<file path="src/rtl/dma_rf_pkg.sv">
package dma_rf_pkg;
    localparam int NCH     = 4;
    localparam int CH_W    = $clog2(NCH);
    localparam int BYTE_W  = 8;
    localparam int WORD_W  = 2 * BYTE_W;
    localparam int PAGE_W  = BYTE_W;
    localparam int IO_AW   = 4;
    localparam int EADDR_W = WORD_W + PAGE_W;

    localparam int PORT_MASK  = 2 * NCH;
    localparam int PORT_REQ   = 2 * NCH + 1;
    localparam int PORT_MODE  = 2 * NCH + 2;
    localparam int PORT_CLR   = 2 * NCH + 3;
    localparam int PORT_PAGE0 = 2 * NCH + 4;

    typedef enum logic [1:0] {
        XF_DEMAND  = 2'b00,
        XF_SINGLE  = 2'b01,
        XF_BLOCK   = 2'b10,
        XF_CASCADE = 2'b11
    } xfer_e;

    typedef enum logic [1:0] {
        DIR_VERIFY = 2'b00,
        DIR_WRITE  = 2'b01,
        DIR_READ   = 2'b10,
        DIR_RSVD   = 2'b11
    } dir_e;

    typedef struct packed {
        xfer_e             kind;
        logic              dec;
        logic              auto_init;
        dir_e              dir;
        logic [CH_W-1:0]   sel;
    } mode_t;
endpackage

</file>
<file path="src/rtl/dma_rf_decode.sv">
module dma_rf_decode
    import dma_rf_pkg::*;
(
    input  logic              io_wr,
    input  logic              io_rd,
    input  logic [IO_AW-1:0]  io_addr,
    input  logic [CH_W:0]     cmd,
    output logic [NCH-1:0]    wr_addr,
    output logic [NCH-1:0]    wr_cnt,
    output logic [NCH-1:0]    wr_page,
    output logic [NCH-1:0]    wr_mode,
    output logic [NCH-1:0]    mask_set,
    output logic [NCH-1:0]    mask_clr,
    output logic [NCH-1:0]    req_set,
    output logic [NCH-1:0]    req_clr,
    output logic              ptr_clr,
    output logic              ptr_toggle
);
    logic mask_wr, req_wr, mode_wr;

    assign mask_wr    = io_wr && (io_addr == IO_AW'(PORT_MASK));
    assign req_wr     = io_wr && (io_addr == IO_AW'(PORT_REQ));
    assign mode_wr    = io_wr && (io_addr == IO_AW'(PORT_MODE));
    assign ptr_clr    = io_wr && (io_addr == IO_AW'(PORT_CLR));
    assign ptr_toggle = (io_wr || io_rd) && (io_addr < IO_AW'(2 * NCH));

    for (genvar g = 0; g < NCH; g++) begin : g_ch
        logic hit;
        assign hit         = (cmd[CH_W-1:0] == CH_W'(g));
        assign wr_addr[g]  = io_wr && (io_addr == IO_AW'(2 * g));
        assign wr_cnt[g]   = io_wr && (io_addr == IO_AW'(2 * g + 1));
        assign wr_page[g]  = io_wr && (io_addr == IO_AW'(PORT_PAGE0 + g));
        assign wr_mode[g]  = mode_wr && hit;
        assign mask_set[g] = mask_wr && hit && cmd[CH_W];
        assign mask_clr[g] = mask_wr && hit && !cmd[CH_W];
        assign req_set[g]  = req_wr && hit && cmd[CH_W];
        assign req_clr[g]  = req_wr && hit && !cmd[CH_W];
    end
endmodule

</file>
<file path="src/rtl/dma_rf_ptr.sv">
module dma_rf_ptr (
    input  logic clk,
    input  logic rst_n,
    input  logic ptr_clr,
    input  logic ptr_toggle,
    output logic byte_hi
);
    logic hi_d, hi_q;

    always_comb begin
        hi_d = hi_q;
        if (ptr_clr) begin
            hi_d = 1'b0;
        end else if (ptr_toggle) begin
            hi_d = !hi_q;
        end
    end

    always_ff @(posedge clk) begin
        if (!rst_n) begin
            hi_q <= 1'b0;
        end else begin
            hi_q <= hi_d;
        end
    end

    assign byte_hi = hi_q;
endmodule

</file>
<file path="src/rtl/dma_rf_chan.sv">
module dma_rf_chan
    import dma_rf_pkg::*;
(
    input  logic               clk,
    input  logic               rst_n,
    input  logic               byte_hi,
    input  logic [BYTE_W-1:0]  wdata,
    input  logic               wr_addr,
    input  logic               wr_cnt,
    input  logic               wr_page,
    input  logic               wr_mode,
    input  logic               mask_set,
    input  logic               mask_clr,
    input  logic               req_set,
    input  logic               req_clr,
    input  logic               step,
    output logic [WORD_W-1:0]  cur_addr,
    output logic [WORD_W-1:0]  cur_cnt,
    output logic [PAGE_W-1:0]  page,
    output mode_t              mode,
    output logic               mask,
    output logic               req,
    output logic               tc
);
    typedef struct packed {
        logic [WORD_W-1:0] base_addr;
        logic [WORD_W-1:0] cur_addr;
        logic [WORD_W-1:0] base_cnt;
        logic [WORD_W-1:0] cur_cnt;
        logic [PAGE_W-1:0] page;
        mode_t             mode;
        logic              mask;
        logic              req;
        logic              tc;
    } chan_state_t;

    chan_state_t st_d, st_q;
    logic [WORD_W-1:0] addr_next;

    assign addr_next = st_q.mode.dec ? st_q.cur_addr - 1'b1 : st_q.cur_addr + 1'b1;

    always_comb begin
        st_d    = st_q;
        st_d.tc = 1'b0;

        // host mask and request ports
        if (mask_set) st_d.mask = 1'b1;
        if (mask_clr) st_d.mask = 1'b0;
        if (req_set)  st_d.req  = 1'b1;
        if (req_clr)  st_d.req  = 1'b0;
        if (wr_page)  st_d.page = wdata;
        if (wr_mode)  st_d.mode = mode_t'(wdata);

        // engine step; terminal count masking overrides a host unmask
        if (step) begin
            if (st_q.cur_cnt == '0) begin
                st_d.tc = 1'b1;
                if (st_q.mode.auto_init) begin
                    st_d.cur_addr = st_q.base_addr;
                    st_d.cur_cnt  = st_q.base_cnt;
                end else begin
                    st_d.cur_addr = addr_next;
                    st_d.cur_cnt  = '1;
                    st_d.mask     = 1'b1;
                end
            end else begin
                st_d.cur_addr = addr_next;
                st_d.cur_cnt  = st_q.cur_cnt - 1'b1;
            end
        end

        // host address/count writes win over the step
        if (wr_addr) begin
            if (byte_hi) st_d.base_addr[WORD_W-1:BYTE_W] = wdata;
            else         st_d.base_addr[BYTE_W-1:0]      = wdata;
            st_d.cur_addr = st_d.base_addr;
        end
        if (wr_cnt) begin
            if (byte_hi) st_d.base_cnt[WORD_W-1:BYTE_W] = wdata;
            else         st_d.base_cnt[BYTE_W-1:0]      = wdata;
            st_d.cur_cnt = st_d.base_cnt;
        end
    end

    always_ff @(posedge clk) begin
        if (!rst_n) begin
            st_q      <= '0;
            st_q.mask <= 1'b1;
        end else begin
            st_q <= st_d;
        end
    end

    assign cur_addr = st_q.cur_addr;
    assign cur_cnt  = st_q.cur_cnt;
    assign page     = st_q.page;
    assign mode     = st_q.mode;
    assign mask     = st_q.mask;
    assign req      = st_q.req;
    assign tc       = st_q.tc;
endmodule

</file>
<file path="src/rtl/dma_chan_regfile.sv">
module dma_chan_regfile
    import dma_rf_pkg::*;
(
    input  logic                   clk,
    input  logic                   rst_n,
    input  logic                   io_wr,
    input  logic                   io_rd,
    input  logic [IO_AW-1:0]       io_addr,
    input  logic [BYTE_W-1:0]      io_wdata,
    output logic [BYTE_W-1:0]      io_rdata,
    input  logic [NCH-1:0]         ch_step,
    output logic [NCH*EADDR_W-1:0] ch_addr,
    output logic [NCH*WORD_W-1:0]  ch_count,
    output logic [NCH*BYTE_W-1:0]  ch_mode,
    output logic [NCH-1:0]         ch_mask,
    output logic [NCH-1:0]         ch_req,
    output logic [NCH-1:0]         ch_tc
);
    logic [NCH-1:0] wr_addr, wr_cnt, wr_page, wr_mode;
    logic [NCH-1:0] mask_set, mask_clr, req_set, req_clr;
    logic           ptr_clr, ptr_toggle, byte_hi;
    logic [WORD_W-1:0] cur_addr [NCH];
    logic [WORD_W-1:0] cur_cnt  [NCH];
    logic [PAGE_W-1:0] page     [NCH];
    mode_t             mode     [NCH];
    logic [NCH-1:0]    auto_vec;

    dma_rf_decode u_dec (
        .io_wr      (io_wr),
        .io_rd      (io_rd),
        .io_addr    (io_addr),
        .cmd        (io_wdata[CH_W:0]),
        .wr_addr    (wr_addr),
        .wr_cnt     (wr_cnt),
        .wr_page    (wr_page),
        .wr_mode    (wr_mode),
        .mask_set   (mask_set),
        .mask_clr   (mask_clr),
        .req_set    (req_set),
        .req_clr    (req_clr),
        .ptr_clr    (ptr_clr),
        .ptr_toggle (ptr_toggle)
    );

    dma_rf_ptr u_ptr (
        .clk        (clk),
        .rst_n      (rst_n),
        .ptr_clr    (ptr_clr),
        .ptr_toggle (ptr_toggle),
        .byte_hi    (byte_hi)
    );

    for (genvar g = 0; g < NCH; g++) begin : g_ch
        dma_rf_chan u_chan (
            .clk      (clk),
            .rst_n    (rst_n),
            .byte_hi  (byte_hi),
            .wdata    (io_wdata),
            .wr_addr  (wr_addr[g]),
            .wr_cnt   (wr_cnt[g]),
            .wr_page  (wr_page[g]),
            .wr_mode  (wr_mode[g]),
            .mask_set (mask_set[g]),
            .mask_clr (mask_clr[g]),
            .req_set  (req_set[g]),
            .req_clr  (req_clr[g]),
            .step     (ch_step[g]),
            .cur_addr (cur_addr[g]),
            .cur_cnt  (cur_cnt[g]),
            .page     (page[g]),
            .mode     (mode[g]),
            .mask     (ch_mask[g]),
            .req      (ch_req[g]),
            .tc       (ch_tc[g])
        );
        assign ch_addr[g*EADDR_W +: EADDR_W] = {page[g], cur_addr[g]};
        assign ch_count[g*WORD_W +: WORD_W]  = cur_cnt[g];
        assign ch_mode[g*BYTE_W +: BYTE_W]   = mode[g];
        assign auto_vec[g]                   = mode[g].auto_init;
    end

    always_comb begin
        io_rdata = '0;
        if (io_rd) begin
            for (int i = 0; i < NCH; i++) begin
                if (io_addr == IO_AW'(2 * i))
                    io_rdata = byte_hi ? cur_addr[i][WORD_W-1:BYTE_W] : cur_addr[i][BYTE_W-1:0];
                if (io_addr == IO_AW'(2 * i + 1))
                    io_rdata = byte_hi ? cur_cnt[i][WORD_W-1:BYTE_W] : cur_cnt[i][BYTE_W-1:0];
                if (io_addr == IO_AW'(PORT_PAGE0 + i))
                    io_rdata = page[i];
            end
            if (io_addr == IO_AW'(PORT_MASK))
                io_rdata = BYTE_W'(ch_mask);
        end
    end
endmodule

</file>
<file path="config.mk">
export PLATFORM = sky130hd
export DESIGN_NAME = dma_chan_regfile
export DESIGN_NICKNAME = d
export VERILOG_FILES = /design/src/rtl/dma_rf_pkg.sv /design/src/rtl/dma_rf_decode.sv /design/src/rtl/dma_rf_ptr.sv /design/src/rtl/dma_rf_chan.sv /design/src/rtl/dma_chan_regfile.sv
export SDC_FILE = /design/constraint.sdc
export NUM_CORES = 1
export LEC_CHECK = 0
export ABC_AREA = 1
export BUFFER_PORTS_ARGS = -buffer_cell sky130_fd_sc_hd__clkbuf_2
export CORE_MARGIN = 10
export CORE_UTILIZATION = 40
export DETAILED_ROUTE_END_ITERATION = 10
export GPL_ROUTABILITY_DRIVEN = 0
export PLACE_DENSITY = 0.65
export RECOVER_POWER = 50
export SYNTH_ARGS = -nofsm -noshare
export SYNTH_HDL_FRONTEND = slang
export SYNTH_SLANG_ARGS = --single-unit
</file>
<file path="constraint.sdc">
create_clock -name clk -period 6.94 [get_ports clk]
set_clock_uncertainty 0.1 [all_clocks]
set_input_delay 1.041 -clock clk [delete_from_list [all_inputs] [get_ports clk]]
set_output_delay 1.041 -clock clk [all_outputs]
set_load 0.1 [all_outputs]
</file>
### After elaboration in Yosys (flattened, before gate mapping)

Cells that the tools add are included.

| storage, ports and cells | value |
|---|---|
| logic and storage cells | 254 |
| memories kept | 0 |
| ROM bits | 0 |
| bits in registers | 333 |
| bits in latches | 0 |
| input bits | 20 |
| output and inout bits | 212 |
| bits in writable memories | 0 |

| operators by class | value |
|---|---|
| magnitude comparators | 1 |
| add/subtract/negate cells | 12 |
| mux-type cells | 98 |
| equal/unequal tests | 18 |
| reductions and logical operators | 71 |
| div/mod/pow operators | 0 |
| shift operators | 0 |
| multiply operators | 0 |
| bitwise operators | 1 |

Operators with widths:

| cell | number |
|---|---|
| 16-bit two-way mux | 36 |
| 8-bit two-way mux | 38 |
| 16-bit by 1-bit subtractor with 16-bit output (second input constant) | 8 |
| 16-bit by 1-bit adder with 16-bit output (second input constant) | 4 |
| 16-bit logical NOT | 4 |
| 1-bit logical AND | 45 |
| 4-bit equality test (second input constant) | 8 |
| 1-bit two-way mux | 24 |
| 4-bit by 3-bit equality test with 1-bit output (second input constant) | 4 |
| 2-bit nonzero test | 8 |
| 2-bit OR reduction | 5 |
| 4-bit by 2-bit equality test with 1-bit output (second input constant) | 2 |
| 2-bit AND reduction | 4 |
| 2-bit equality test (second input constant) | 2 |
| 4-bit by 1-bit equality test with 1-bit output (second input constant) | 1 |
| 4-bit logical NOT | 1 |
| 4-bit less-than comparator (second input constant) | 1 |
| 2-bit by 1-bit equality test with 1-bit output (second input constant) | 1 |
| 1-bit logical NOT | 2 |
| 2-bit logical NOT | 1 |
| 1-bit logical OR | 1 |
| 1-bit NOT | 1 |

### Logic depth before layout (Yosys ltp)

Gate-level depths: netlist (run 1).

| logic depth | value |
|---|---|
| word-level depth | 15 |
| gate-level depth with buffers | 14 |
| gate-level depth less buffers | 13 |

### Hierarchy

From an unflattened synthesis (run 1), not the netlist that was laid out.

| second synthesis, totals | value |
|---|---|
| cells, all modules | 3562 |
| area total of the unflattened synthesis | 22547.9 um^2 |

Modules (own cells, without submodules):

| module | times used | area an instance (um^2) | cells each | sequential area each (um^2) |
|---|---|---|---|---|
| dma_rf_chan (g_ch[2].u_chan ...) | 2 | 5121.2 | 782 | 1661.6 |
| dma_rf_chan (g_ch[1].u_chan) | 1 | 5182.5 | 793 | 1661.6 |
| dma_rf_chan (g_ch[0].u_chan) | 1 | 5134.9 | 785 | 1661.6 |
| dma_chan_regfile | 1 | 1609.0 | 342 | 0.0 |
| dma_rf_decode | 1 | 326.6 | 69 | 0.0 |
| dma_rf_ptr | 1 | 52.6 | 9 | 20.0 |

### Least setup slack after synthesis (run 1)

No wires, ideal clock.

| timing path | value |
|---|---|
| path type | input to output |
| start | input io_addr[0] |
| end | output io_rdata[0] |
| path slack | 2.349 ns |
| path buffers | 1 |
| data required time | 5.799 ns |
| stages | 8 |
| arrival | 3.450 ns |
| path through | inv_2 -> nand2_2 -> nor2_1 -> clkbuf_1 -> nand2_1 -> nand4_1 -> nand2_1 -> a21oi_1 |

| on the way | value |
|---|---|
| word-level cells in the longest chain between the ends | 15 |
| elaborated cells on any way between the ends | 27 |
| those cells by class | eq/ne: 12; mux: 14; reduce/logical: 1 |

RTL lines:

| item | RTL line | source |
|---|---|---|
| start, declared | dma_chan_regfile.sv:8 | `input logic [IO_AW-1:0] io_addr,` |
| 4-bit logical NOT | dma_chan_regfile.sv:86 | `if (io_addr == IO_AW'(2 * i))` |
| 8-bit two-way mux | dma_chan_regfile.sv:86 |  |
| 8-bit two-way mux | dma_chan_regfile.sv:88 | `if (io_addr == IO_AW'(2 * i + 1))` |
| 8-bit two-way mux | dma_chan_regfile.sv:90 | `if (io_addr == IO_AW'(PORT_PAGE0 + i))` |
| 8-bit two-way mux | dma_chan_regfile.sv:86 |  |
| 8-bit two-way mux | dma_chan_regfile.sv:88 |  |
| 8-bit two-way mux | dma_chan_regfile.sv:90 |  |
| 8-bit two-way mux | dma_chan_regfile.sv:86 |  |
| 8-bit two-way mux | dma_chan_regfile.sv:88 |  |
| 8-bit two-way mux | dma_chan_regfile.sv:90 |  |
| 8-bit two-way mux | dma_chan_regfile.sv:86 |  |
| 8-bit two-way mux | dma_chan_regfile.sv:88 |  |
| 8-bit two-way mux | dma_chan_regfile.sv:90 |  |
| 8-bit two-way mux * | dma_chan_regfile.sv:93 | `if (io_addr == IO_AW'(PORT_MASK))` |
| 8-bit two-way mux * | dma_chan_regfile.sv:84 | `if (io_rd) begin` |
| end, declared | dma_chan_regfile.sv:10 | `output logic [BYTE_W-1:0] io_rdata,` |

Every way passes the cells marked *; elsewhere a longest branch is shown, timed or not.

### Worst setup path after layout (run 1)

| timing path | value |
|---|---|
| start | input rst_n |
| end | register g_ch[1].u_chan.st_q (netlist bit g_ch[1].u_chan.tc) |

| on the way | value |
|---|---|
| word-level cells in the longest chain between the ends | 1 |

RTL lines:

| item | RTL line | source |
|---|---|---|
| start, declared | dma_chan_regfile.sv:5 | `input logic rst_n,` |
| 2-bit AND reduction (no source line) | n/a |  |
| end signal, assigned | dma_rf_chan.sv:90 | `st_q <= st_d;` |
| end, declared | dma_rf_chan.sv:37 | `chan_state_t st_d, st_q;` |

No other way between the ends.
A chain may end at the register's enable or synchronous reset.

==> impl_metrics.py, run 1 <==
metrics = {
    "status": {
        "status": "complete, but fails checks",
        "violations": "max-capacitance violations, max-slew violations",
    },
    "global_route": {
        "globalRouteMet1Util_pct": 33.3,
        "top_usage_layer": "met2",
        "use_met3_pct": 5.58,
        "antenna_found_initial": 8,
        "grt_pass1_wl_um": 124000,
        "grt_pass1_vias": 20236,
        "groute.usage.overall_pct": 24.6,
        "grtUsageMet2_pct": 37.9,
        "grt_start_max_net_pins": 107,
        "grt_overflow": 0,
    },
    "sta": {
        "setup_viol": 0,
        "slew_headroom_pct": -125,
        "tightest_slew_ps": 3380,
        "drv_slew": 189,
        "min_period_ps": 5400,
        "fmax_ghz": 0.185,
        "setup-tns-final_ps": 0,
        "rsz0062_at_grt": "no",
        "report.final.hold_viol_count": 0,
        "fin_crit_sh_pct": 77.8,
    },
    "setup_path": {
        "crit_path_max_fanout": 106,
        "rrSetupSlack_ps": 3270,
        "cp-startpoint": "rst_n",
        "worstSetupEndpoint": "g_ch[1].u_chan.tc$_SDFF_PN0_",
        "cp-end-kind": "flop",
        "r2r_start": "u_ptr.byte_hi$_SDFFE_PP0P_",
        "rr_endpoint": "g_ch[2].u_chan.cur_cnt[1]$_SDFFE_PN0P_",
        "required_ps": 7140,
        "rr_worst_depth": 10,
        "crit_type": "in2reg",
        "startpoint_type": "primary input",
        "crit_arrival_ps": 5600,
    },
    "logic_synthesis": {
        "yosys_most_used_dff": "dfxtp_1",
        "yosysWarnings": 0,
        "syn-num-nets": 3519,
        "synthCells": 3431,
        "syn_area_sq_um": 22100,
        "yosys-top-cells-count": "1028 x nand2_1, 339 x a21oi_1, 333 x dfxtp_1, 299 x inv_1, 252 x o21ai_0",
        "netlist_top_cells_area": "dfxtp_1 30%, nand2_1 17%, a21oi_1 7.7%",
        "post-synth-top-count-cell": "nand2_1",
        "synth_cell_types": 52,
        "async_reset_ff_share_pct": 0,
        "postSynthAreaPerCell_sq_um": 6.43,
        "yosysSeqAreaShare_pct": 30.2,
        "synth_top_area_cell": "dfxtp_1",
        "synth_top_area_share_pct": 30.2,
        "synth_enable_flop_cells": 0,
        "synth-seq-cells": 333,
    },
    "clocking": {
        "h-tree-depth": 2,
        "cts_buffers": 40,
        "clockRootBuffer": "clkbuf_16",
        "postCtsSetupBuffers": 0,
        "clk_latency_ps": 570,
        "ctsResizeCount": 0,
        "cts_buffer_depth": 3,
        "clk_pin_slew_worst_paths_ps": 60,
        "cts.sinks": 333,
        "cts_tree": "yes",
        "cts_hold_buffers": 0,
    },
    "route": {
        "drt_iter0_drc": 2689,
        "drtAntennaViolNets": 0,
        "drt_wl_total_um": 83300,
        "vias": 22848,
        "wire_per_inst_um": 20.3,
        "drc": 0,
        "viasPerCell": 5.55,
        "first_pass_iters": 8,
    },
    "floorplan": {
        "start_util_pct": 40.2,
        "pin_count": 232,
        "die_h_um": 255,
        "die_area_sq_um": 64900,
        "die_w_um": 255,
        "core.rowCount": 86,
        "coreArea_sq_um": 54900,
    },
    "power": {
        "power_density_nw_per_um2": 264,
        "p_leak_nw": 9.70,
        "peakVddDrop_mv": 0.217,
    },
    "finish": {
        "fin_cells": 4115,
        "final_area_sq_um": 23100,
        "nets": 3470,
        "syn_to_final_growth_pct": 4.71,
        "drive_gt1_share_pct": 4.87,
    },
    "place": {
        "port-buffer-count": 231,
        "placed_cells": 4044,
        "hpwlAfterDp_um": 60600,
        "place_area_sq_um": 22100,
    },
    "job": {
        "maxCapViolCount": 3,
    },
    "hold_path": {
        "hold_class": "reg2reg",
    },
}
[worst min-delay path by stage]
stage                                                    from                                   to  slack [ps]  cells past startpoint
after floorplan           g_ch[0].u_chan.mode[0]$_SDFFE_PN0P_  g_ch[0].u_chan.mode[0]$_SDFFE_PN0P_         320                      2
after global placement    g_ch[1].u_chan.mode[1]$_SDFFE_PN0P_  g_ch[1].u_chan.mode[1]$_SDFFE_PN0P_         320                      2
after detailed placement  g_ch[2].u_chan.mode[0]$_SDFFE_PN0P_  g_ch[2].u_chan.mode[0]$_SDFFE_PN0P_         330                      2
after CTS                 g_ch[2].u_chan.mode[0]$_SDFFE_PN0P_  g_ch[2].u_chan.mode[0]$_SDFFE_PN0P_         330                      2
after global routing      g_ch[2].u_chan.mode[0]$_SDFFE_PN0P_  g_ch[2].u_chan.mode[0]$_SDFFE_PN0P_         340                      2
final                     g_ch[2].u_chan.mode[0]$_SDFFE_PN0P_  g_ch[2].u_chan.mode[0]$_SDFFE_PN0P_         330                      2
[per-layer routing]
metal,vias up,wire length (um)
li1,10998,-
met1,10546,35000
met2,1127,36400
met3,167,9170
met4,10,2750
met5,-,85
[critical path, cell delays in order]
cell and delay, ps:
clkbuf_1 850, inv_8 940, clkbuf_1 2450, nor2_1 220
[state kept, by name, summed over array words and instances, names as in the netlist]
signal / count
g_ch.u_chan.mask: 4
g_ch.u_chan.req: 4
g_ch.u_chan.tc: 4
u_ptr.byte_hi: 1
g_ch.u_chan.page: 32
g_ch.u_chan.mode: 32
g_ch.u_chan.st_q: 128
g_ch.u_chan.cur_addr: 64
g_ch.u_chan.cur_cnt: 64
[cells by family (layout without fill, tap and decap cells)]
| kind of cell | Yosys count | count (layout) | synth area share (%) |
|---|---|---|---|
| AND/OR/NAND/NOR | 1539 | 1539 | 29.0 |
| buffers and inverters | 662 | 639 | 15.4 |
| flip-flops | 333 | 333 | 30.2 |
| AO/OA/AOI/OAI | 780 | 780 | 19.5 |
| XOR/XNOR | 49 | 49 | 1.95 |
| other | 0 | 3 | 0 |
| adder cells (fa/ha/maj) | 68 | 68 | 3.99 |
[through the flow]
step	hold WS (ps)	power, mW	util (%)	setup WS (ps)
5_1_grt	344	6.33	42.1	1240
3_3_place_gp	319	3.99	40.2	2300
6_report	330	6.11	42.1	1540
2_1_floorplan	315	3.66	-	2350
3_5_place_dp	326	3.99	40.2	2260
4_1_cts	334	6.12	42.6	1660
[report_power, final]
group	internal, mW	switching [mW]	total [mW]
logic	0.354	1.43	1.78
clock network	1.29	0.855	2.14
registers	2.01	0.177	2.18
[cell usage in the layout, fill, tap and decap left out, types with 4 or more instances in the layout]
cell / instances
a21boi_0: 6
a21o_1: 7
a21oi_1: 339
a31oi_1: 76
a32oi_1: 5
buf_4: 12
clkbuf_1: 218
clkbuf_16: 41
clkbuf_2: 28
clkbuf_8: 9
clkinv_2: 4
dfxtp_1: 332
fa_1: 4
ha_1: 64
inv_1: 302
inv_2: 18
nand2_1: 1029
nand2_2: 7
nand2_4: 6
nand3_1: 167
nand3b_1: 14
nand4_1: 33
nor2_1: 231
nor2_2: 7
nor2_4: 10
nor3_1: 16
o211ai_1: 71
o21ai_0: 252
o21bai_1: 7
o31ai_1: 7
or2_2: 7
xnor2_1: 15
xor2_1: 34
[area by class of cell]
cell class	count	area (sq um)
inverter	325	1240
antenna	3	7.51
clock inverter	6	108
fill	5972	31800
tap	704	881
sequential	333	6670
timing repair buffer	246	1000
multi-input combinational	2436	12000
clock buffer	62	1190
No activity file was read; power rests on OpenSTA's default activity.
==> run 2: changes to the inputs <==
--- a/config.mk
+++ b/config.mk
@@ -11,7 +11,7 @@
 export CORE_UTILIZATION = 40
 export DETAILED_ROUTE_END_ITERATION = 10
 export GPL_ROUTABILITY_DRIVEN = 0
-export PLACE_DENSITY = 0.65
+export PLACE_DENSITY = 0.67
 export RECOVER_POWER = 50
 export SYNTH_ARGS = -nofsm -noshare
 export SYNTH_HDL_FRONTEND = slang
==> constraint.sdc (replaced) <==
create_clock -name clk -period 4.8 [get_ports clk]
set_clock_uncertainty 0.1 [all_clocks]
set_input_delay 0.72 -clock clk [delete_from_list [all_inputs] [get_ports clk]]
set_output_delay 0.72 -clock clk [all_outputs]
set_load 0.1 [all_outputs]
==> run 2 against run 1 <==
  * The flow still finishes with violations (max-capacitance violations, max-slew violations)
  * Critical path depth unchanged
  * Combinational power rose by 47%
  * Register-to-register slack worse by 1600 ps
  * Worst setup slack worse by 1000 ps
  * Non-clock buffer count grew 1
  * Global-route usage shrank 0.24 points
  * Sequential share of layout area down 0.066 points
  * Sequential power up 44%
  * Via count fell by 0.40%
  * Clock-buffer cell count down 1
  * Worst hold slack better by 1.9 ps
  * Highest routed layer unchanged
==> impl_metrics.py, run 2 (synthesis results as in run 1) <==
metrics = {
    "sta": {
        "setup_viol": 0,
        "rsz0062_at_grt": "no",
        "tightest_slew_ps": 3810,
        "min_period_ps": 4270,
        "fmax_ghz": 0.234,
        "drv_slew": 252,
        "fin_crit_sh_pct": 88.9,
        "slew_headroom_pct": -154,
        "holdWs_ps": 332,
        "report.final.hold_viol_count": 0,
        "setup-tns-final_ps": 0,
    },
    "hold_path": {
        "hold_class": "reg2reg",
        "hold-path-cell-count": 2,
    },
    "power": {
        "comb_power_share_pct": 29.8,
        "power.switching_mw": 3.56,
        "switching_share_pct": 40.7,
        "pwr-share-clk_pct": 34.4,
        "power.internal_mw": 5.19,
        "power_density_nw_per_um2": 378,
        "p_leak_nw": 9.80,
        "seq_power_share_pct": 35.8,
        "p_total_mw": 8.76,
        "peakVddDrop_mv": 0.310,
    },
    "floorplan": {
        "die_area_sq_um": 64900,
        "start_util_pct": 40.2,
        "pin_count": 232,
        "core.rowCount": 86,
        "die_h_um": 255,
        "die_w_um": 255,
        "coreArea_sq_um": 54900,
    },
    "setup_path": {
        "crit_path_max_fanout": 77,
        "cp-end-kind": "flop",
        "required_ps": 5180,
        "cp-startpoint": "rst_n",
        "crit_arrival_ps": 4650,
        "startpoint_type": "primary input",
        "worstSetupEndpoint": "g_ch[1].u_chan.mode[2]$_SDFFE_PN0P_",
        "rr_endpoint": "g_ch[1].u_chan.cur_cnt[5]$_SDFFE_PN0P_",
        "crit_type": "in2reg",
        "rrSetupSlack_ps": 1710,
        "r2r_start": "u_ptr.byte_hi$_SDFFE_PP0P_",
        "rr_worst_depth": 12,
    },
    "global_route": {
        "groute.usage.overall_pct": 24.4,
        "grt_overflow": 0,
        "antenna_found_initial": 9,
        "grt_pass1_vias": 20469,
        "grt_start_max_net_pins": 174,
        "grt_pass1_wl_um": 123000,
    },
    "finish": {
        "drive_gt1_share_pct": 5.69,
        "final_common_cell": "nand2_1",
        "largest_register": "g_ch.u_chan.st_q",
        "syn_to_final_growth_pct": 4.95,
        "largest_register_ffs": 128,
        "final_cell_mix": "1029 x nand2_1, 339 x a21oi_1, 332 x dfxtp_1",
        "nets": 3471,
        "fillers": 5906,
    },
    "job": {
        "maxCapViolCount": 2,
    },
    "clocking": {
        "cts_hold_buffers": 0,
        "clk_latency_ps": 570,
        "h-tree-depth": 2,
        "cts_buffers": 40,
        "postCtsSetupBuffers": 0,
        "clk_pin_slew_worst_paths_ps": 60,
        "cts_buffer_depth": 3,
        "cts_tree": "yes",
        "ctsResizeCount": 0,
        "clockRootBuffer": "clkbuf_16",
        "cts.sinks": 333,
    },
    "route": {
        "viasPerCell": 5.53,
        "vias": 22756,
        "first_pass_iters": 9,
        "drc": 0,
        "wire_per_inst_um": 19.9,
        "drtAntennaViolNets": 0,
        "drt_wl_total_um": 82100,
        "drt_iter0_drc": 2524,
    },
    "status": {
        "status": "complete, but fails checks",
        "violations": "max-capacitance violations, max-slew violations",
    },
    "place": {
        "port-buffer-count": 231,
        "hpwlAfterDp_um": 59000,
    },
}
## run 2: cell count changes in the layout (fill, tap and decap cells not counted)
| cell | previous run | this run |
|---|---|---|
| clkinv_2 | 4 | 8 |
| clkbuf_1 | 218 | 189 |
| buf_4 | 12 | 11 |
| buf_12 | 0 | 4 |
| clkinvlp_4 | 1 | 0 |
| clkbuf_8 | 9 | 10 |
| inv_8 | 1 | 0 |
| clkbuf_2 | 28 | 53 |
| bufinv_16 | 3 | 1 |
| inv_2 | 18 | 17 |
| diode_2 | 3 | 5 |
| inv_1 | 302 | 304 |
## run 2: worst min path at each step
stage,startpoint,endpoint,slack [ps]
final,g_ch[0].u_chan.mode[0]$_SDFFE_PN0P_,g_ch[0].u_chan.mode[0]$_SDFFE_PN0P_,330
after global routing,g_ch[2].u_chan.mode[0]$_SDFFE_PN0P_,g_ch[2].u_chan.mode[0]$_SDFFE_PN0P_,350
after CTS,g_ch[0].u_chan.mode[0]$_SDFFE_PN0P_,g_ch[0].u_chan.mode[0]$_SDFFE_PN0P_,330
after detailed placement,g_ch[0].u_chan.mode[0]$_SDFFE_PN0P_,g_ch[0].u_chan.mode[0]$_SDFFE_PN0P_,330
after global placement,g_ch[0].u_chan.mode[0]$_SDFFE_PN0P_,g_ch[0].u_chan.mode[0]$_SDFFE_PN0P_,320
after floorplan,g_ch[0].u_chan.mode[0]$_SDFFE_PN0P_,g_ch[0].u_chan.mode[0]$_SDFFE_PN0P_,320
## run 2: cell type report
type	instances	area (sq um)	share of cell area [%]
diodes	5	12.5	0.0541
clock inverters	7	60.1	0.259
clock buffers	61	1200	5.19
well taps	704	881	3.81
multi-input cells	2436	12000	51.8
flip-flops and latches	333	6670	28.8
repair buffers	247	1100	4.75
inverters	325	1230	5.31
## run 2: power groups by stage
stage                     logic (mW)  registers [mW]  clock network [mW]
after floorplan                 2.22            3.08                   0
after global placement          2.59            3.19                   0
after detailed placement        2.59            3.19                   0
after CTS                       2.60            3.13                3.03
after global routing            2.79            3.15                3.14
final                           2.61            3.14                3.01
## run 2: metal layers
metal / vias to the layer above / share of wire [%] / GRT usage, %
li1: 10998 / - / -
met1: 10467 / 41 / 32.8
met2: 1116 / 43 / 36.6
met3: 171 / 12 / 6.09
met4: 4 / 4.0 / 9.78
met5: - / 0.021 / 0
## run 2: worst max-delay path, cell delays in order
cell,delay [ps]
buf_4,200
clkbuf_1,2690
o21ai_0,760
nor2_1,240
## run 2: metrics by stage
| stage | std cells | util (%) | setup WS (ps) | cell area (sq um) |
|---|---|---|---|---|
| floorplan | 3431 | - | 851 | 22100 |
| global placement | 4045 | 40.3 | 968 | 22100 |
| detailed placement | 4045 | 40.3 | 928 | 22100 |
| CTS | 4113 | 42.6 | 858 | 23400 |
| global route | 4113 | 42.2 | 460 | 23100 |
| finish | 4118 | 42.2 | 532 | 23100 |
